File: config.mk
export PLATFORM = sky130hd
export DESIGN_NAME = prio_irq_ctrl
export DESIGN_NICKNAME = d
export VERILOG_FILES = /design/src/rtl/prio_irq_pkg.sv /design/src/rtl/prio_irq_path.sv /design/src/rtl/prio_irq_fsm.sv /design/src/rtl/prio_irq_ctrl.sv
export SDC_FILE = /design/constraint.sdc
export NUM_CORES = 1
export LEC_CHECK = 0
export BUFFER_PORTS_ARGS = -buffer_cell sky130_fd_sc_hd__buf_2
export CAP_MARGIN = 20
export CORE_ASPECT_RATIO = 0.5
export CORE_MARGIN = 8
export CORE_UTILIZATION = 30
export CTS_BUF_LIST = sky130_fd_sc_hd__clkbuf_8
export CTS_CLUSTER_DIAMETER = 80
export DETAILED_ROUTE_END_ITERATION = 12
export GPL_ROUTABILITY_DRIVEN = 0
export PLACE_DENSITY = 0.45
export REMOVE_ABC_BUFFERS = 1
export SLEW_MARGIN = 20
export SYNTH_ARGS = -nofsm -noshare
export SYNTH_HDL_FRONTEND = slang
export SYNTH_HIERARCHICAL = 1
export SYNTH_SLANG_ARGS = --single-unit
File: constraint.sdc
create_clock -name clk -period 8.4 [get_ports clk]
set_input_delay 0.84 -clock clk [delete_from_list [all_inputs] [get_ports clk]]
set_output_delay 0.84 -clock clk [all_outputs]
set_load 0.01 [all_outputs]
File: src/rtl/prio_irq_pkg.sv
package prio_irq_pkg;
  localparam int LVL_W = 2;
  localparam int VEC_W = 3;

  typedef logic [LVL_W-1:0] level_t;
  typedef logic [VEC_W-1:0] vec_t;

  localparam level_t LVL_MAX = '1;
  localparam level_t LVL_MIN = '0;

  typedef enum logic [1:0] {
    PWR_RUN  = 2'd0,
    PWR_WAIT = 2'd1,
    PWR_HALT = 2'd2
  } pwr_e;

  // strobes from the control FSM to the datapath
  typedef struct packed {
    logic   grant;       // take one request this cycle
    logic   grantTrap;   // the taken request is the trap
    vec_t   grantIdx;    // source index of the taken request
    level_t grantLevel;  // level loaded on grant
    logic   popLevel;    // return from handler
    logic   forceLow;    // open all levels
    logic   forceHigh;   // block all maskable levels
  } path_ctl_t;
endpackage

File: src/rtl/prio_irq_path.sv
module prio_irq_path
  import prio_irq_pkg::*;
#(
  parameter int NUM_SRC     = 5,
  parameter int STACK_DEPTH = 4
) (
  input  logic               clk,
  input  logic               rstN,
  input  logic [NUM_SRC-1:0] srcReq,
  input  logic               trapReq,
  input  logic [NUM_SRC-1:0] clrStatus,
  input  logic [NUM_SRC-1:0] clrData,
  input  path_ctl_t          ctl,
  output logic [NUM_SRC-1:0] pending,
  output logic               trapPending,
  output level_t             curLevel
);
  localparam int PTR_W = (STACK_DEPTH > 1) ? $clog2(STACK_DEPTH) : 1;
  localparam int CNT_W = $clog2(STACK_DEPTH + 1);
  localparam logic [PTR_W-1:0] PTR_LAST = PTR_W'(STACK_DEPTH - 1);
  localparam logic [CNT_W-1:0] CNT_FULL = CNT_W'(STACK_DEPTH);

  // per-source pending latch and clear-sequence arming
  logic [NUM_SRC-1:0] clrArmed;

  for (genvar i = 0; i < NUM_SRC; i++) begin : g_src
    logic takenHere;
    assign takenHere = ctl.grant && !ctl.grantTrap && (ctl.grantIdx == vec_t'(i));

    always_ff @(posedge clk) begin
      if (!rstN) begin
        pending[i]  <= 1'b0;
        clrArmed[i] <= 1'b0;
      end else begin
        if (clrStatus[i])    clrArmed[i] <= 1'b1;
        else if (clrData[i]) clrArmed[i] <= 1'b0;

        if (srcReq[i])                                   pending[i] <= 1'b1;
        else if (takenHere || (clrArmed[i] && clrData[i])) pending[i] <= 1'b0;
      end
    end
  end

  always_ff @(posedge clk) begin
    if (!rstN)               trapPending <= 1'b0;
    else if (trapReq)        trapPending <= 1'b1;
    else if (ctl.grant && ctl.grantTrap) trapPending <= 1'b0;
  end

  // level register with a circular save stack
  level_t           stackMem [STACK_DEPTH];
  logic [PTR_W-1:0] wrPtr;
  logic [PTR_W-1:0] ptrInc;
  logic [PTR_W-1:0] ptrDec;
  logic [CNT_W-1:0] fill;

  assign ptrInc = (wrPtr == PTR_LAST) ? '0 : wrPtr + 1'b1;
  assign ptrDec = (wrPtr == '0) ? PTR_LAST : wrPtr - 1'b1;

  always_ff @(posedge clk) begin
    if (!rstN) begin
      curLevel <= LVL_MAX;
      wrPtr    <= '0;
      fill     <= '0;
      for (int k = 0; k < STACK_DEPTH; k++) stackMem[k] <= LVL_MIN;
    end else if (ctl.grant) begin
      stackMem[wrPtr] <= curLevel;
      wrPtr           <= ptrInc;
      if (fill != CNT_FULL) fill <= fill + 1'b1;
      curLevel        <= ctl.grantLevel;
    end else if (ctl.popLevel) begin
      if (fill != '0) begin
        curLevel <= stackMem[ptrDec];
        wrPtr    <= ptrDec;
        fill     <= fill - 1'b1;
      end
    end else if (ctl.forceHigh) begin
      curLevel <= LVL_MAX;
    end else if (ctl.forceLow) begin
      curLevel <= LVL_MIN;
    end
  end
endmodule

File: src/rtl/prio_irq_fsm.sv
module prio_irq_fsm
  import prio_irq_pkg::*;
#(
  parameter int NUM_SRC = 5
) (
  input  logic                     clk,
  input  logic                     rstN,
  input  logic [NUM_SRC-1:0]       pending,
  input  logic                     trapPending,
  input  logic [NUM_SRC*LVL_W-1:0] srcLevel,
  input  logic [NUM_SRC-1:0]       haltCapable,
  input  level_t                   curLevel,
  input  logic                     nestedMode,
  input  logic                     retInt,
  input  logic                     enableAll,
  input  logic                     maskAll,
  input  logic                     enterWait,
  input  logic                     enterHalt,
  output path_ctl_t                ctl,
  output logic                     ackValid,
  output vec_t                     vecIdx,
  output logic                     wakeUp,
  output logic                     sleeping
);
  localparam vec_t TRAP_VEC = vec_t'(NUM_SRC);

  pwr_e               pwrState;
  logic               haltFirst;
  level_t             lvlOf [NUM_SRC];
  logic [NUM_SRC-1:0] eligible;
  logic [NUM_SRC-1:0] haltEligible;
  logic [NUM_SRC-1:0] candMask;

  for (genvar i = 0; i < NUM_SRC; i++) begin : g_elig
    assign lvlOf[i]        = srcLevel[i*LVL_W +: LVL_W];
    assign eligible[i]     = pending[i] && (lvlOf[i] > curLevel);
    assign haltEligible[i] = eligible[i] && haltCapable[i];
  end

  // after a deep sleep restrict to capable sources while any is grantable
  assign candMask = (haltFirst && (|haltEligible)) ? haltEligible : eligible;

  logic   found;
  vec_t   bestIdx;
  level_t bestLvl;

  always_comb begin
    found   = 1'b0;
    bestIdx = '0;
    bestLvl = '0;
    // scan from lowest rank upward so lower indices win ties
    for (int i = NUM_SRC - 1; i >= 0; i--) begin
      if (candMask[i] && (!found || (lvlOf[i] >= bestLvl))) begin
        found   = 1'b1;
        bestIdx = vec_t'(i);
        bestLvl = lvlOf[i];
      end
    end
  end

  logic doGrant;
  assign doGrant = (pwrState == PWR_RUN) && (trapPending || found);

  always_comb begin
    ctl            = '0;
    ctl.grant      = doGrant;
    ctl.grantTrap  = trapPending;
    ctl.grantIdx   = trapPending ? TRAP_VEC : bestIdx;
    ctl.grantLevel = (trapPending || !nestedMode) ? LVL_MAX : bestLvl;
    ctl.popLevel   = retInt;
    ctl.forceLow   = enableAll;
    ctl.forceHigh  = maskAll;
  end

  logic waitWake;
  logic haltWake;
  assign waitWake = trapPending || (|eligible);
  assign haltWake = trapPending || (|haltEligible);

  always_ff @(posedge clk) begin
    if (!rstN) begin
      pwrState  <= PWR_RUN;
      haltFirst <= 1'b0;
      wakeUp    <= 1'b0;
      ackValid  <= 1'b0;
      vecIdx    <= '0;
    end else begin
      wakeUp   <= 1'b0;
      ackValid <= doGrant;
      vecIdx   <= doGrant ? ctl.grantIdx : '0;
      unique case (pwrState)
        PWR_RUN: begin
          if (doGrant)        haltFirst <= 1'b0;
          if (enterHalt)      pwrState  <= PWR_HALT;
          else if (enterWait) pwrState  <= PWR_WAIT;
        end
        PWR_WAIT: begin
          if (waitWake) begin
            pwrState <= PWR_RUN;
            wakeUp   <= 1'b1;
          end
        end
        PWR_HALT: begin
          if (haltWake) begin
            pwrState  <= PWR_RUN;
            wakeUp    <= 1'b1;
            haltFirst <= 1'b1;
          end
        end
        default: pwrState <= PWR_RUN;
      endcase
    end
  end

  assign sleeping = (pwrState != PWR_RUN);
endmodule

File: src/rtl/prio_irq_ctrl.sv
module prio_irq_ctrl
  import prio_irq_pkg::*;
#(
  parameter int NUM_SRC     = 5,
  parameter int STACK_DEPTH = 4
) (
  input  logic                     clk,
  input  logic                     rstN,
  input  logic [NUM_SRC-1:0]       srcReq,
  input  logic [NUM_SRC*LVL_W-1:0] srcLevel,
  input  logic [NUM_SRC-1:0]       haltCapable,
  input  logic [NUM_SRC-1:0]       clrStatus,
  input  logic [NUM_SRC-1:0]       clrData,
  input  logic                     trapReq,
  input  logic                     nestedMode,
  input  logic                     retInt,
  input  logic                     enableAll,
  input  logic                     maskAll,
  input  logic                     enterWait,
  input  logic                     enterHalt,
  output logic                     ackValid,
  output logic [VEC_W-1:0]         vecIdx,
  output logic [LVL_W-1:0]         curLevel,
  output logic                     wakeUp,
  output logic                     sleeping
);
  path_ctl_t          ctl;
  logic [NUM_SRC-1:0] pending;
  logic               trapPending;

  prio_irq_path #(.NUM_SRC(NUM_SRC), .STACK_DEPTH(STACK_DEPTH)) u_path (
    .clk         (clk),
    .rstN        (rstN),
    .srcReq      (srcReq),
    .trapReq     (trapReq),
    .clrStatus   (clrStatus),
    .clrData     (clrData),
    .ctl         (ctl),
    .pending     (pending),
    .trapPending (trapPending),
    .curLevel    (curLevel)
  );

  prio_irq_fsm #(.NUM_SRC(NUM_SRC)) u_fsm (
    .clk         (clk),
    .rstN        (rstN),
    .pending     (pending),
    .trapPending (trapPending),
    .srcLevel    (srcLevel),
    .haltCapable (haltCapable),
    .curLevel    (curLevel),
    .nestedMode  (nestedMode),
    .retInt      (retInt),
    .enableAll   (enableAll),
    .maskAll     (maskAll),
    .enterWait   (enterWait),
    .enterHalt   (enterHalt),
    .ctl         (ctl),
    .ackValid    (ackValid),
    .vecIdx      (vecIdx),
    .wakeUp      (wakeUp),
    .sleeping    (sleeping)
  );
endmodule

==> results.txt <==
* Outcome: finished, final reports clean
- Hold Path Depth: 2
* Clock tree from TritonCTS: built
* Overall die area: 12,200 um2
- For the worst-skew pair, the clock arrives at the later sink with an insertion delay of 0.28 ns.
- The floorplan has 24 rows.
- Leaving out fill and tap cells, the most frequent cells in the layout are 46 x sky130_fd_sc_hd__buf_2, 26 x sky130_fd_sc_hd__dfxtp_1, 22 x sky130_fd_sc_hd__nand2_1, 22 x sky130_fd_sc_hd__ha_1.
- The first global-routing pass estimated 11.1 mm of wire.
- Total count of max-transition violations in the final report: 0
* Maximum clock insertion buffer count: 2
* Warnings, synthesis: 6
- Data on the critical path is required at its endpoint by 8.62 ns.
- Worst slack on hold paths: 0.477 ns
- Root Driver: sky130_fd_sc_hd__clkbuf_8
* Combinational family with the most area after synthesis: compound AO/OA/AOI/OAI gates
- For the final database, setup skew stands at 0.00825 ns.
* Crit-path leading delay family: compound AO/OA/AOI/OAI gates
- The total overflow left after global routing is 0.
- The detailed router finished its first iteration with 88 violations.
- Setup TNS Final: 0 ns
- At the end of the flow the core is filled with cells to 0.355.
- Total track usage: 0.114
- Flop2flop setup slack: 0.56 ns
- Max_cap viols: 0
- Setup slack after placement: 0.167 ns
- Synth cell types: 62
* Post-route ant nets: 0
- Setup-failing EPs final: 0
- The worst hold path terminates at u_fsm/pwrState[1].
- Synth top area share: 0.199
- The most used flip-flop cell after synthesis is sky130_fd_sc_hd__dfxtp_1.
* Number of global-route vias before repair: 2,272
- Average wire per standard cell: 15.3 um
- The routed layout has 2,220 vias.
- Multi-input combinational cell area: 1740 um2
* Lkg Pwr: 0.00130 uW
- Summed over all layers, the routed wires come to 6.74 mm.
* Xor/xnor cell area share of the yosys netlist: 0.0100
- The startpoint identified for the worst register-to-register timing path is u_path/curLevel[0].
* Critical path fanouts, max: 8
- Setup repair after global routing left no endpoint under its margin.
* Worst Tran Pin Value: 0.998 ns
- In this design, the stage delay of the slowest critical-path cell is 0.43 ns.
- Layout cell share with drive strength beyond 1: 0.256
* Post-route clock period utilization: 0.938
- The core region is 8590 um2.
- STA classifies the critical path startpoint as an input pin.
* Least setup slack across all paths after layout: 0.517 ns
- Netlist area before placement: 2620 um2
- Largest net degree at the start of global routing: 32
- The critical path is of the in2reg type.
- After detailed routing, the number of vias per cell comes to 5.03.
* Die height: 82.1 um
- Of the total synthesized cell area, the portion taken by full adders, half adders and majority gates is 0.113.
* Most common cell on crit path: sky130_fd_sc_hd__ha_1
- Before antenna repair, the detailed router went through 4 iterations.
- 0 antenna diodes ended up in the layout.
* Critical path's slowest cell: sky130_fd_sc_hd__a2111oi_4
* HPWL after DPL: 5.39 mm
* Flip-flop and latch area: 761 um2
- Areal power density over the cells: 257 nW/um2
- Highest achievable clock rate: 127 MHz
* Most common cell after layout, fill and taps aside: sky130_fd_sc_hd__buf_2
- VDD sags by at most 0.0000676 V.
* Clock slew at reported path FFs: 0.07 ns
- Measured against its own limit, the worst slew margin works out to 0.332.
- Arrival time reported for the critical path endpoint: 8.11 ns
* Post-synth EDFFs: 8
- Counting flops with an async set or reset pin after synthesis yields a share of 0.
- Share of synthesized cell area in and, or, nand and nor gates: 0.235
* Sequential area share after synthesis: 0.291
- The clock drives 34 sinks.
- A synthesized cell averages 9.42 um2.
- Crit Reg-Reg Endpoint: u_path/pending[1]
* Post-synthesis cell count: 278
- The number of antenna violations at the first check in global routing is 0.
- STA classifies the critical path endpoint as a flip-flop.
- The layout has 919 filler cells.
* Mux cell area share after synthesis: 0.0287
- Number of endpoints with negative hold slack in the final report: 0
- Final-stage net count: 385
- Count of unresolved DRC violations after routing: 0
* Number of top-level pins: 47
- sky130_fd_sc_hd__dfxtp_1 takes more of the synthesized area than any other cell.
* I/O Buffers: 46
- The floorplan step set the die width to 148 um.
* Top cells by area, synth: sky130_fd_sc_hd__dfxtp_1 20%, sky130_fd_sc_hd__ha_1 11%, sky130_fd_sc_hd__edfxtp_1 9.2%
* Share of the synthesized area in compound gates (AO/OA/AOI/OAI): 0.270
- From synthesis to final layout, the design area changed by 16.6%.
* Flip-flop and latch count after synthesis: 34
- Total clock buffers created by CTS: 5
* Clock period minus final worst setup slack: 7.88 ns
- Post-CTS setup buffer count: 0
* Starting density of the core: 0.305
- Number of cells after detailed placement: 433
- In this run the number of H-tree levels came out at 2.
- Counting both buffers and inverters, the worst setup path holds a total of 3.
- Filler-free cell count of the finished design: 441
- Min-delay src: u_fsm/pwrState[1]
* Classification of the worst-slack hold path: reg2reg
- Path depth of the worst reg2reg path: 36
==> cell families after synthesis <==
group	Yosys count
muxes	5
xor gates and xnor gates	3
AOI/OAI and AO/OA	78
DFF	34
buffers and inverters	29
adders and majority gates	23
and+or+nand+nor	106
==> registers in the layout, indices dropped and copies added, names as in the netlist <==
signal / flops
u_fsm/wakeUp: 1
u_path/trapPending: 1
u_path/fill: 3
u_fsm/haltFirst: 1
u_fsm/vecIdx: 3
u_path/wrPtr: 2
u_path/stackMem: 8
u_fsm/pwrState: 2
u_path/curLevel: 2
u_fsm/ackValid: 1
u_path/pending: 5
u_path/clrArmed: 5
==> per-layer routing <==
layer / wire length (um) / GRT usage
met1: 3180 / 0.141
met2: 3300 / 0.205
met3: 224 / 0.0181
met5: 0 / 0
met4: 40 / 0.0333
==> how the worst max path moves through the flow <==
stage | slack, ns | from | depth (start not counted) | to
floorplan | 1.16 | srcLevel[2] | 37 | u_path/pending[1]
global placement | 0.33 | srcLevel[3] | 37 | u_path/pending[1]
detailed placement | 0.17 | srcLevel[3] | 37 | u_path/pending[1]
CTS | 0.45 | srcLevel[3] | 37 | u_path/pending[1]
global route | 0.01 | u_path/curLevel[1] | 37 | u_path/pending[1]
finish | 0.52 | srcLevel[3] | 37 | u_path/pending[1]
==> where the power goes <==
group          internal (uW)  switching [uW]  leakage, uW
Sequential               206            36.9     0.000299
Combinational            176             240     0.000956
Clock                   65.9            59.5    0.0000472
Total                    448             336      0.00130
==> metrics by stage <==
stage / cell area (um2) / power [uW]
CTS: 3030 / 790
floorplan: 2550 / 548
detailed placement: 2940 / 658
global placement: 2940 / 649
global route: 3050 / 858
finish: 3050 / 784
==> Yosys cell counts (3+ instances only) <==
master and number:
sky130_fd_sc_hd__nand3_1 6, sky130_fd_sc_hd__and3_1 3, sky130_fd_sc_hd__o21ai_0 9, sky130_fd_sc_hd__a21oi_1 10, sky130_fd_sc_hd__buf_4 6, sky130_fd_sc_hd__o2111ai_4 5, sky130_fd_sc_hd__mux2i_1 3, sky130_fd_sc_hd__nor3_1 7
sky130_fd_sc_hd__nand2_1 22, sky130_fd_sc_hd__nand3b_1 3, sky130_fd_sc_hd__and2_1 4, sky130_fd_sc_hd__nor2b_1 12, sky130_fd_sc_hd__ha_1 22, sky130_fd_sc_hd__inv_1 19, sky130_fd_sc_hd__a21o_1 5, sky130_fd_sc_hd__o21a_1 8
sky130_fd_sc_hd__a31oi_1 5, sky130_fd_sc_hd__nand2b_1 9, sky130_fd_sc_hd__dfxtp_1 26, sky130_fd_sc_hd__o211ai_1 4, sky130_fd_sc_hd__edfxtp_1 8, sky130_fd_sc_hd__nor2_1 19, sky130_fd_sc_hd__nor2b_4 6
==> cell type report <==
class                           instances  area share
Clock buffer                            6      0.0270
Timing Repair Buffer                   47      0.0779
Clock inverter                          2     0.00410
Tap cell                              117      0.0480
Inverter                               20      0.0246
Sequential cell                        34       0.249
Multi-Input combinational cell        215       0.569
==> what timing repair did <==
action,CTS,global route
hold buffers,0,0
resized for setup,0,2
setup endpoints to repair,0,3
==> worst register-to-register path: cells and delay by family (launching register included) <==
family | cells | cell delay (ns)
compound gates | 14 | 2.87
simple gates | 15 | 2.70
fa+ha+maj | 5 | 1.33
flops | 1 | 0.65
buf+inv | 2 | 0.23
(Power assumes the default switching activity.)
